$ cat src/rtl/wg_pkg.sv
package wg_pkg;
  localparam int WG_IDX_W = 7;
  localparam int WG_SMP_W = 8;

  typedef enum logic [1:0] {
    WG_SINE   = 2'd0,
    WG_RAMP   = 2'd1,
    WG_TRI    = 2'd2,
    WG_SQUARE = 2'd3
  } wg_mode_e;

  // quarter-cycle sine magnitude, sampled at half-step offsets, peak 127
  function automatic logic [6:0] wg_qsine(input logic [4:0] k);
    logic [6:0] v;
    case (k)
      5'd0:  v = 7'd3;   5'd1:  v = 7'd9;   5'd2:  v = 7'd16;  5'd3:  v = 7'd22;
      5'd4:  v = 7'd28;  5'd5:  v = 7'd34;  5'd6:  v = 7'd40;  5'd7:  v = 7'd46;
      5'd8:  v = 7'd51;  5'd9:  v = 7'd57;  5'd10: v = 7'd63;  5'd11: v = 7'd68;
      5'd12: v = 7'd73;  5'd13: v = 7'd78;  5'd14: v = 7'd83;  5'd15: v = 7'd88;
      5'd16: v = 7'd92;  5'd17: v = 7'd96;  5'd18: v = 7'd100; 5'd19: v = 7'd104;
      5'd20: v = 7'd107; 5'd21: v = 7'd111; 5'd22: v = 7'd113; 5'd23: v = 7'd116;
      5'd24: v = 7'd118; 5'd25: v = 7'd121; 5'd26: v = 7'd122; 5'd27: v = 7'd124;
      5'd28: v = 7'd125; 5'd29: v = 7'd126; 5'd30: v = 7'd127; default: v = 7'd127;
    endcase
    return v;
  endfunction
endpackage

$ cat src/rtl/wg_phase_acc.sv
module wg_phase_acc #(
  parameter int ACC_W = 16
) (
  input  logic             clk,
  input  logic             rst_n,
  input  logic             adv_i,
  input  logic [ACC_W-1:0] step_i,
  output logic [ACC_W-1:0] phase_o
);
  logic [ACC_W-1:0] phase_q;

  always_ff @(posedge clk) begin
    if (!rst_n)     phase_q <= '0;
    else if (adv_i) phase_q <= phase_q + step_i;
  end

  assign phase_o = phase_q;

  AST_PHASE_HOLD: assert property (@(posedge clk) disable iff (!rst_n)
    !adv_i |=> $stable(phase_q));
  AST_PHASE_STEP: assert property (@(posedge clk) disable iff (!rst_n)
    adv_i |=> phase_q == ACC_W'($past(phase_q) + $past(step_i)));
endmodule

$ cat src/rtl/wg_shape.sv
module wg_shape
  import wg_pkg::*;
(
  input  wg_mode_e              mode_i,
  input  logic [WG_IDX_W-1:0]   idx_i,
  output logic [WG_SMP_W-1:0]   raw_o
);
  localparam int HALF_W = WG_IDX_W - 1;
  localparam int QTR_W  = WG_IDX_W - 2;

  logic [HALF_W-1:0] tri_t;
  logic [QTR_W-1:0]  qaddr;
  logic [6:0]        qmag;

  always_comb begin
    tri_t = idx_i[WG_IDX_W-1] ? ~idx_i[HALF_W-1:0] : idx_i[HALF_W-1:0];
    qaddr = idx_i[HALF_W-1] ? ~idx_i[QTR_W-1:0] : idx_i[QTR_W-1:0];
    qmag  = wg_qsine(qaddr);
    unique case (mode_i)
      WG_RAMP:   raw_o = {idx_i, idx_i[WG_IDX_W-1]};
      WG_TRI:    raw_o = {tri_t, tri_t[HALF_W-1 -: 2]};
      WG_SQUARE: raw_o = idx_i[WG_IDX_W-1] ? '0 : '1;
      default:   raw_o = idx_i[WG_IDX_W-1] ? (8'd128 - {1'b0, qmag})
                                           : (8'd128 + {1'b0, qmag});
    endcase
  end
endmodule

$ cat src/rtl/wg_scale.sv
module wg_scale #(
  parameter int SMP_W = 8,
  parameter int AMP_W = 9
) (
  input  logic [SMP_W-1:0] raw_i,
  input  logic [AMP_W-1:0] amp_i,
  output logic [SMP_W-1:0] out_o
);
  localparam int PW   = SMP_W + AMP_W + 2;
  localparam int MID  = 1 << (SMP_W - 1);
  localparam int MAXV = (1 << SMP_W) - 1;

  logic signed [PW-1:0] ctr, gain, prod, sum;

  always_comb begin
    ctr  = $signed(PW'(raw_i)) - $signed(PW'(MID));
    gain = $signed(PW'(amp_i));
    prod = ctr * gain;
    sum  = (prod >>> SMP_W) + $signed(PW'(MID));
    if (sum < 0)                        out_o = '0;
    else if (sum > $signed(PW'(MAXV)))  out_o = '1;
    else                                out_o = sum[SMP_W-1:0];
  end
endmodule

$ cat src/rtl/wg_top.sv
module wg_top
  import wg_pkg::*;
#(
  parameter int ACC_W = 16,
  parameter int AMP_W = 9
) (
  input  logic             clk,
  input  logic             rst_n,
  input  logic             upd_i,
  input  logic [ACC_W-1:0] step_i,
  input  logic [1:0]       mode_i,
  input  logic [AMP_W-1:0] amp_i,
  output logic [7:0]       smp_o,
  output logic             smp_vld_o
);
  localparam int MID = 1 << (WG_SMP_W - 1);

  logic [ACC_W-1:0]    phase;
  logic [WG_IDX_W-1:0] idx;
  logic [WG_SMP_W-1:0] raw, scaled, smp_q;
  logic                vld_q;

  wg_phase_acc #(.ACC_W(ACC_W)) acc_i (
    .clk(clk), .rst_n(rst_n), .adv_i(upd_i), .step_i(step_i), .phase_o(phase)
  );

  assign idx = phase[ACC_W-1 -: WG_IDX_W];

  wg_shape shape_i (
    .mode_i(wg_mode_e'(mode_i)), .idx_i(idx), .raw_o(raw)
  );

  wg_scale #(.SMP_W(WG_SMP_W), .AMP_W(AMP_W)) scale_i (
    .raw_i(raw), .amp_i(amp_i), .out_o(scaled)
  );

  always_ff @(posedge clk) begin
    if (!rst_n) begin
      smp_q <= WG_SMP_W'(MID);
      vld_q <= 1'b0;
    end else begin
      vld_q <= upd_i;
      if (upd_i) smp_q <= scaled;
    end
  end

  assign smp_o     = smp_q;
  assign smp_vld_o = vld_q;

  AST_VLD_AFTER_UPD: assert property (@(posedge clk) disable iff (!rst_n)
    upd_i |=> smp_vld_o);
  AST_NO_STRAY_VLD: assert property (@(posedge clk) disable iff (!rst_n)
    !upd_i |=> !smp_vld_o);
  AST_SMP_HOLD: assert property (@(posedge clk) disable iff (!rst_n)
    !upd_i |=> $stable(smp_o));
  AST_SINE_HALF: assert property (@(posedge clk) disable iff (!rst_n)
    (upd_i && mode_i == 2'd0 && amp_i == AMP_W'(256)) |=> (smp_o[7] != $past(phase[ACC_W-1])));
  AST_ZERO_AMP: assert property (@(posedge clk) disable iff (!rst_n)
    (upd_i && amp_i == '0) |=> smp_o == 8'd128);
endmodule

$ cat config.mk
export PLATFORM = sky130hd
export DESIGN_NAME = wg_top
export DESIGN_NICKNAME = d
export VERILOG_FILES = /design/src/rtl/wg_pkg.sv /design/src/rtl/wg_phase_acc.sv /design/src/rtl/wg_shape.sv /design/src/rtl/wg_scale.sv /design/src/rtl/wg_top.sv
export SDC_FILE = /design/constraint.sdc
export NUM_CORES = 1
export LEC_CHECK = 0
export BUFFER_PORTS_ARGS = -buffer_cell sky130_fd_sc_hd__clkbuf_2
export CAP_MARGIN = 0
export CORE_MARGIN = 1
export CORE_UTILIZATION = 50
export DETAILED_ROUTE_END_ITERATION = 8
export PLACE_DENSITY = 0.69
export SYNTH_ARGS = -nofsm -noshare
export SYNTH_HDL_FRONTEND = slang
export SYNTH_SLANG_ARGS = --single-unit
$ cat constraint.sdc
create_clock -name clk -period 24.2 [get_ports clk]
set_input_delay 1.21 -clock clk [delete_from_list [all_inputs] [get_ports clk]]
set_output_delay 1.21 -clock clk [all_outputs]
set_load 0.1 [all_outputs]
---- After elaboration in Yosys (flattened, before gate mapping) ----
Memories as Yosys holds them, arrays and structs flattened.
Index checks and enable logic that the tools add are counted.
word-level totals
  register bits after elaboration ......... 25
  ROM bits ................................ 224
  bits of input ports ..................... 30
  output and inout port bits .............. 9
  logic and storage cells ................. 24
  memories ................................ 1
cells by class
  add/sub/neg operators ................... 5
  multiply operators ...................... 1
  magnitude comparators ................... 2
  equal/unequal tests ..................... 3
  mux-type cells .......................... 7
  bitwise gates (word level) .............. 2
memory list
  name             words  width  rd ports  clocked after memory_dff  write ports  RTL line      RTL
  (no name shown)  32     7      1         0                         0            wg_pkg.sv:15  case (k)
operators with widths
  cell                                                                   number
  8-bit 2-to-1 mux                                                       4
  8-bit one-hot mux with 3 select lines                                  1
  9-bit by 10-bit multiplier with 19-bit output                          1
  16-bit adder                                                           1
  11-bit by 9-bit adder with 12-bit output, second input constant        1
  12-bit by 9-bit > comparator with 1-bit output, second input constant  1
  12-bit by 1-bit < comparator with 1-bit output, second input constant  1
  8-bit by 8-bit subtractor with 9-bit output, second input constant     1
  8-bit by 7-bit adder with 8-bit output, first input constant           1
  8-bit by 7-bit subtractor with 8-bit output, first input constant      1
  6-bit 2-to-1 mux                                                       1
  6-bit inverter                                                         1
  5-bit 2-to-1 mux                                                       1
  5-bit inverter                                                         1
  2-bit equality test, second input constant                             2
  2-bit by 1-bit equality test with 1-bit output, second input constant  1

---- Depth between registers and ports, before layout ----
Gate-level depths: netlist (run 1).
An unclocked memory read counts as a cell.
  depth after elaboration ................. 12
  depth in mapped cells ................... 40
  depth with buffers taken out ............ 38

---- By module ----
A second synthesis (run 1) with hierarchy kept.
unflattened totals
  cells, all modules ...................... 697
  area total of the unflattened synthesis .. 5831.8 um^2
modules (own cells, without submodules)
  module        instances  cells each  area an instance (um^2)  seq. area each (um^2)
  wg_scale      1          309         2753.9                   0.0
  wg_phase_acc  1          160         1402.6                   320.3
  wg_shape      1          201         1348.8                   0.0
  wg_top        1          27          326.6                    180.2

---- Worst setup path before layout (run 1) ----
OpenSTA, ideal clock, no wires.
  kind .................................... reg2reg
  from .................................... register acc_i.phase_q[14] (netlist: acc_i.phase_o[14])
  to ...................................... register smp_q[0] (netlist: smp_o[0])
  setup time .............................. 62 ps
  arrival time ............................ 9357 ps
  required time ........................... 24138 ps
  setup slack ............................. 14781 ps
  stages on the path, launching flop included .. 40
  buffers on the path ..................... 2
  period minus slack after synthesis ...... 9419 ps
  path through ............................ dfxtp_1 -> buf_2 -> buf_2 -> xor2_1 -> inv_1 -> ha_1 -> and3_1 -> mux4_2 -> a41oi_2 -> and2_1 -> nand4_1 -> o21ai_1 -> xnor2_1 -> nor2_1 -> a211oi_1 -> a21oi_1 -> and2_1 -> fa_1 -> (+4 left out) -> fa_1 -> inv_1 -> fa_1 -> inv_1 -> ha_1 -> a21o_1 -> a21o_1 -> a21o_1 -> a21o_1 -> and2_1 -> o21a_1 -> a311oi_2 -> xnor2_1 -> ha_1 -> and3b_1 -> a311o_1 -> nor4_4 -> a221o_1
between the ends
  longest elaborated chain between the ends .. 11
  elaborated cells on any way between the ends .. 15
  those cells by class .................... 4 x add/sub; 1 x mul; 2 x order compare; 6 x mux; 1 x bitwise; 1 x memory
ends and longest elaborated chain
  item                                                                                                          RTL line                        RTL
  start: declaration                                                                                            wg_phase_acc.sv:10              logic [ACC_W-1:0] phase_q;
  start signal: assignment                                                                                      wg_phase_acc.sv:14              else if (adv_i) phase_q <= phase_q + step_i;
  5-bit 2-to-1 mux                                                                                              wg_shape.sv:17                  qaddr = idx_i[HALF_W-1] ? ~idx_i[QTR_W-1:0] : idx_i[QTR_W-1:0];
  memory 32 x 7 bit                                                                                             -
  8-bit by 7-bit adder with 8-bit output / 8-bit by 7-bit subtractor with 8-bit output (equally long branches)  wg_shape.sv:24, wg_shape.sv:23
  8-bit 2-to-1 mux                                                                                              wg_shape.sv:23                  default: raw_o = idx_i[WG_IDX_W-1] ? (8'd128 - {1'b0, qmag})
  8-bit one-hot mux with 3 select lines (*)                                                                     wg_shape.sv:19                  unique case (mode_i)
  8-bit by 8-bit subtractor with 9-bit output (*)                                                               wg_scale.sv:16                  ctr = $signed(PW'(raw_i)) - $signed(PW'(MID));
  9-bit by 10-bit multiplier with 19-bit output (*)                                                             wg_scale.sv:18                  prod = ctr * gain;
  11-bit by 9-bit adder with 12-bit output (*)                                                                  wg_scale.sv:19                  sum = (prod >>> SMP_W) + $signed(PW'(MID));
  12-bit by 9-bit > comparator with 1-bit output                                                                wg_scale.sv:21                  else if (sum > $signed(PW'(MAXV))) out_o = '1;
  8-bit 2-to-1 mux                                                                                              wg_scale.sv:21
  8-bit 2-to-1 mux (*)                                                                                          wg_scale.sv:20                  if (sum < 0) out_o = '0;
  end signal: assignment                                                                                        wg_top.sv:39                    smp_q <= WG_SMP_W'(MID);
  end signal: assignment                                                                                        wg_top.sv:43                    if (upd_i) smp_q <= scaled;
  end: declaration                                                                                              wg_top.sv:20                    logic [WG_SMP_W-1:0] raw, scaled, smp_q;
Every way passes the cells marked *; elsewhere a longest branch is shown, timed or not.
A chain may end at the register's enable or synchronous reset.

---- Worst setup path after layout (run 1) ----
  from .................................... register acc_i.phase_q[10] (netlist: acc_i.phase_o[10])
  to ...................................... register smp_q[3] (netlist: smp_o[3])
between the ends
  longest elaborated chain between the ends .. 12
  elaborated cells on any way between the ends .. 16
  those cells by class .................... 4 x add/sub; 1 x mul; 2 x order compare; 6 x mux; 2 x bitwise; 1 x memory
ends and longest elaborated chain
  item                                                                                                          RTL line
  5-bit inverter                                                                                                wg_shape.sv:17
  5-bit 2-to-1 mux                                                                                              wg_shape.sv:17
  memory 32 x 7 bit                                                                                             -
  8-bit by 7-bit adder with 8-bit output / 8-bit by 7-bit subtractor with 8-bit output (equally long branches)  wg_shape.sv:24, wg_shape.sv:23
  8-bit 2-to-1 mux                                                                                              wg_shape.sv:23
  8-bit one-hot mux with 3 select lines (*)                                                                     wg_shape.sv:19
  8-bit by 8-bit subtractor with 9-bit output (*)                                                               wg_scale.sv:16
  9-bit by 10-bit multiplier with 19-bit output (*)                                                             wg_scale.sv:18
  11-bit by 9-bit adder with 12-bit output (*)                                                                  wg_scale.sv:19
  12-bit by 9-bit > comparator with 1-bit output                                                                wg_scale.sv:21
  8-bit 2-to-1 mux                                                                                              wg_scale.sv:21
  8-bit 2-to-1 mux (*)                                                                                          wg_scale.sv:20
Marked as above.

==> metrics.md, run 1 <==
| Metric | Value |
|---|---|
| Commonest non-fill, non-tap cell in the layout | inv_1 |
| HPWL after DPL | 10100 microns |
| RSZ-0062 raised after global routing | false |
| Area growth syn-to-layout | 5.23% |
| Die Area | 0.0116 sq mm |
| CP peak stage delay | 0.69 ns |
| Routed len/inst | 14.7 microns |
| Delay-heaviest family, CP | adder cells |
| Worst slack, placed | 14.14 ns |
| CP endpoint kind | flip-flop |
| Total track usage | 0.227 |
| DR pass1 iterations | 5 |
| Share of layout cells above drive strength 1 | 0.0813 |
| Final GP Congestion | 0.855 |
| Most frequent cells in the layout | 75 x inv_1, 73 x ha_1, 65 x nand2_1 |
| Top Ports | 39 |
| Fmax achieved | 98.7 MHz |
| Worst Setup EP | smp_o[3] |
| Sequential fraction of the synthesis area | 0.0894 |
| CTS Buffer Depth | 2 |
| Drc violations | 0 |
| Vias per std cell | 5.65 |
| Synth Area per Inst | 8.16 sq um |
| Synth cell types | 75 |
| Crit Path Max Fanout | 13 |
| CP startpoint | acc_i.phase_o[10] |
| EDFF count, synth | 0 |
| Hold/Removal Path Class | reg -> reg |
| Slowest library cell on the worst path | a21oi_1 |
| Syn_nets | 839 |
| Final worst path period need | 10.14 ns |
| Reg2Reg Setup Slack | 14.06 ns |
| CP Class | reg -> reg |
| Max Slew Vio Count | 0 |
| Max-cap violations | 0 |
| Worst R2R Start | acc_i.phase_o[10] |
| Vias in the first global route | 4659 |
| CTS H-tree lvls | 1 |
| Die height | 108 microns |
| Inserted Clock Buffers | 3 |
| Via count | 4749 |
| Ys Warns | 0 |
| Mapped Area | 0.00560 sq mm |
| First-pass GRT wire length | 21400 microns |
| Final core utilization | 0.541 |
| Final nets | 855 |
| TritonCTS clock tree | yes |
| CTS resizes | 0 |
| Initial core utilization | 0.514 |
| Post-Route WL | 12400 microns |
| Clock sinks | 25 |
| TNS Setup | 0 ns |
| Asr flop ratio synth | 0 |
| Final Cycle Share | 0.419 |
| Reg clk slew, reported paths | 0.09 ns |
| Placed cell count | 837 |
| Post-CTS Hold Fix Bufs | 0 |
| Data arrival, critical path | 10.35 ns |
| Final Setup Violations | 0 |
| Non-filler cells, final | 841 |
| WP data required | 24.42 ns |
| Worst slew pin tran | 1.13 ns |
| Crit path buffers/inverters | 2 |
| Final Hold Viols | 0 |
| CP Launch Type | flip-flop |
| Initial antenna violation count | 0 |
| I/O Buffers | 38 |
| Drt initial violations | 234 |
| Skew-Pair Late Insertion Delay | 0.27 ns |
| Pin count of the biggest net entering global routing | 34 |
| Status | finished, final reports clean |
| Synth Register Bits | 25 |
| Slew headroom | 0.248 |
| R2r worst-path depth | 33 |
| Worst path depth | 33 |
| Cells after synthesis | 686 |
| Skew final | 0.00321 ns |
| Antenna Violating Nets Remaining | 0 |
| Core box area | 0.0109 sq mm |
| Setup Buffers After CTS | 0 |
| Reg-to-Reg End | smp_o[3] |
| ANT cells | 0 |
| Final WS setup | 14.06 ns |
| Primary FF master, synth | dfxtp_1 |
| Root Buffer | clkbuf_8 |
| Die Wd | 108 microns |
| Global route overflow | 0 |
| Row cnt | 38 |
## how the worst min path moves through the flow
stage,startpoint,to,depth (start not counted)
final,smp_o[5],smp_o[5],1
after global routing,smp_o[5],smp_o[5],1
after CTS,smp_o[5],smp_o[5],1
after detailed placement,smp_o[5],smp_o[5],1
after global placement,smp_o[5],smp_o[5],1
after floorplan,acc_i.phase_o[5],acc_i.phase_o[5],2
## metrics by stage
step / instance area (sq um) / hold WS (ns)
floorplan: 5600 / 0.484
global placement: 5850 / 0.453
detailed placement: 5850 / 0.475
CTS: 5890 / 0.500
global route: 5890 / 0.528
finish: 5890 / 0.503
## synthesized netlist by cell type (12+ instances only)
cell / n / area share
ha_1: 73 / 0.16
mux2i_1: 12 / 0.021
xnor2_1: 24 / 0.038
a21oi_1: 30 / 0.027
dfxtp_1: 25 / 0.089
nor2_1: 46 / 0.031
nand2_1: 65 / 0.044
and2_1: 51 / 0.057
o21ai_0: 22 / 0.020
fa_1: 50 / 0.18
inv_1: 75 / 0.050
a21o_1: 14 / 0.019
nor2b_1: 22 / 0.025
clkbuf_1: 14 / 0.0094
## flip-flops by register name, indices dropped and copies added (netlist names)
name	cells
smp_o	8
smp_vld_o	1
acc_i.phase_o	16
## cells by family (layout without fill, tap and decap cells)
group	count (synthesis)	in the layout	share of synthesized area
muxes	16	16	0.0362
DFF	25	25	0.0894
xor gates and xnor gates	33	33	0.0516
buffers and inverters	106	121	0.0747
and+or+nand+nor	240	240	0.228
adders and majority gates	123	123	0.342
AOI/OAI and AO/OA	143	143	0.179
## cell type report
class	count	area, sq um
sequential	25	500
clock buffer	4	45.0
fill	1016	5000
tap	140	175
multi-input combinational	555	4680
timing repair buffer	39	198
inverter	78	293
## per-layer routing
layer,GRT usage,vias to the layer above,wire (microns)
met5,0,-,0
met4,0.0401,0,84
met3,0.0200,8,483
met2,0.388,95,5970
met1,0.313,2275,5840
li1,-,2371,-
Power of run 1 is left out: the tool's default activity adds up to more than one toggle a clock period on the data nets, which glitch-free logic cannot reach.
==> inputs of run 2 (changes only) <==
Clock period 24.2 ns to 9.4 ns, I/O delays scaled along.
==> run 2 against run 1 <==
  * Worst hold slack got worse by 0.025 ns
  * Via count grew 1.9%
  * Sequential share of layout area shrank 0.34 points
  * Maximum frequency grew 13%
  * Routed wire length increased by 1.6%
  * First-iteration DRC count decreased by 18%
  * Final area rose by 5.5%
  * Flip-flop and latch count is the same
  * Final cell count rose by 3.4%
==> metrics.md, run 2 (same netlist as run 1, synthesis figures left out) <==
| Metric | Value |
|---|---|
| Initial core utilization | 0.514 (unchanged) |
| Non-filler cells, final | 870 (was 841) |
| Vias in the first global route | 4655 (was 4659) |
| Die Area | 0.0116 sq mm (unchanged) |
| Slowest library cell on the worst path | fa_1 (was a21oi_1) |
| Final Cycle Share | 0.956 (was 0.419) |
| Total track usage | 0.225 (was 0.227) |
| Area growth syn-to-layout | 11.0% (was 5.23%) |
| CP peak stage delay | 0.56 ns (was 0.69 ns) |
| CTS H-tree lvls | 1 (unchanged) |
| Most frequent cells in the layout | 73 x inv_1, 70 x ha_1, 65 x nand2_1 (was 75 x inv_1, 73 x ha_1, 65 x nand2_1) |
| Drt initial violations | 192 (was 234) |
| Post-Route WL | 12600 microns (was 12400 microns) |
| Final Hold Slack | 0.477 ns (was 0.503 ns) |
| Final Hold Viols | 0 (unchanged) |
| DR pass1 iterations | 5 (unchanged) |
| Share of layout cells above drive strength 1 | 0.147 (was 0.0813) |
| TritonCTS clock tree | yes (unchanged) |
| Skew final | 0.00148 ns (was 0.00321 ns) |
| Row cnt | 38 (unchanged) |
| Final nets | 884 (was 855) |
| Skew-Pair Late Insertion Delay | 0.26 ns (was 0.27 ns) |
| Hold/Removal Path Class | reg -> reg (unchanged) |
| Fmax achieved | 111 MHz (was 98.7 MHz) |
| Top Ports | 39 (unchanged) |
| I/O Buffers | 38 (unchanged) |
| Reg2Reg Setup Slack | 0.41 ns (was 14.06 ns) |
| HPWL after DPL | 10000 microns (was 10100 microns) |
| Most frequent CP cell | fa_1 |
| Die height | 108 microns (unchanged) |
| Placed cell count | 853 (was 837) |
| Data arrival, critical path | 9.14 ns (was 10.35 ns) |
| Commonest non-fill, non-tap cell in the layout | inv_1 (unchanged) |
| Largest register FFs | 16 (unchanged) |
| Status | finished, final reports clean (unchanged) |
| CP Launch Type | flip-flop (unchanged) |
| WP data required | 9.56 ns (was 24.42 ns) |
| Inserted Clock Buffers | 3 (unchanged) |
| CTS Buffer Depth | 2 (unchanged) |
| ANT cells | 0 (unchanged) |
| Global route overflow | 0 (unchanged) |
| Fillcell total | 976 (was 1016) |
| Clock sinks | 25 (unchanged) |
| Root Buffer | clkbuf_8 (unchanged) |
| Final worst path period need | 8.99 ns (was 10.14 ns) |
| Final GP Congestion | 0.882 (was 0.855) |
| Routed len/inst | 14.4 microns (was 14.7 microns) |
| Initial antenna violation count | 0 (unchanged) |
| Final core utilization | 0.571 (was 0.541) |
| Max-cap violations | 0 (unchanged) |
| Slew headroom | 0.555 (was 0.248) |
| CP Class | reg -> reg (unchanged) |
| Pin count of the biggest net entering global routing | 32 (was 34) |
| Worst slew pin tran | 0.662 ns (was 1.13 ns) |
| Die Wd | 108 microns (unchanged) |
| CP endpoint kind | flip-flop (unchanged) |
| Antenna Violating Nets Remaining | 0 (unchanged) |
| Drc violations | 0 (unchanged) |
| First-pass GRT wire length | 21600 microns (was 21400 microns) |
| Max Slew Vio Count | 0 (unchanged) |
| Reg clk slew, reported paths | 0.09 ns (about the same) |
| Crit Path Max Fanout | 9 (was 13) |
| Final Setup Violations | 0 (unchanged) |
| Vias per std cell | 5.56 (was 5.65) |
| Core box area | 0.0109 sq mm (unchanged) |
| Via count | 4841 (was 4749) |
[run 2: changes by cell type in the layout (fill, tap and decap cells not counted), sizes merged]
cell and change:
buf +29
[run 2: layout make-up]
type,instances,area (sq um),area share
Tap cell,140,175,0.0282
Sequential cell,25,507,0.0815
Timing Repair Buffer,68,415,0.0668
Inverter,78,293,0.0471
Clock buffer,4,45.0,0.00725
Multi-Input combinational cell,555,4780,0.769
[run 2: final timing paths]
check | endpoint | start | cells after the start
max reg2reg | smp_o[2] | acc_i.phase_o[14] | 39
min | smp_o[5] | smp_o[5] | 1
max | smp_o[2] | acc_i.phase_o[14] | 39
min reg2reg | smp_o[5] | smp_o[5] | 1
[run 2: what timing repair did]
action | in CTS | in global routing
hold buffers | 0 | 0
setup endpoints to repair | 7 | 8
pin swaps | 0 | 14
buffers inserted | 0 | 13
resized for setup | 2 | 23
[run 2: stage by stage]
step / instance area (sq um) / setup TNS (ns) / setup WS, ns
4_1_cts: 6030 / 0 / 0.0317
5_1_grt: 6210 / -0.641 / -0.105
3_3_place_gp: 5970 / 0 / 0.317
3_5_place_dp: 5970 / 0 / 0.00960
6_report: 6210 / 0 / 0.412
2_1_floorplan: 5610 / 0 / 0.107
[run 2: critical path: cells and delay by family, from the launching register on]
kind                     cells  cell delay, ns
AO/OA/AOI/OAI               11            2.22
XOR/XNOR                     3            0.49
adder cells (fa/ha/maj)      8            3.28
buffers and inverters        7            0.56
flip-flops                   1            0.42
multiplexers                 1            0.46
AND/OR/NAND/NOR              9            1.44
[run 2: layer usage]
layer / routed length [microns] / track usage / up-vias
li1: - / - / 2433
met1: 6080 / 0.325 / 2306
met2: 6010 / 0.380 / 98
met3: 444 / 0.0121 / 4
met4: 34 / 0.0235 / 0
met5: 0 / 0 / -
Power of run 2 is left out for the same reason.
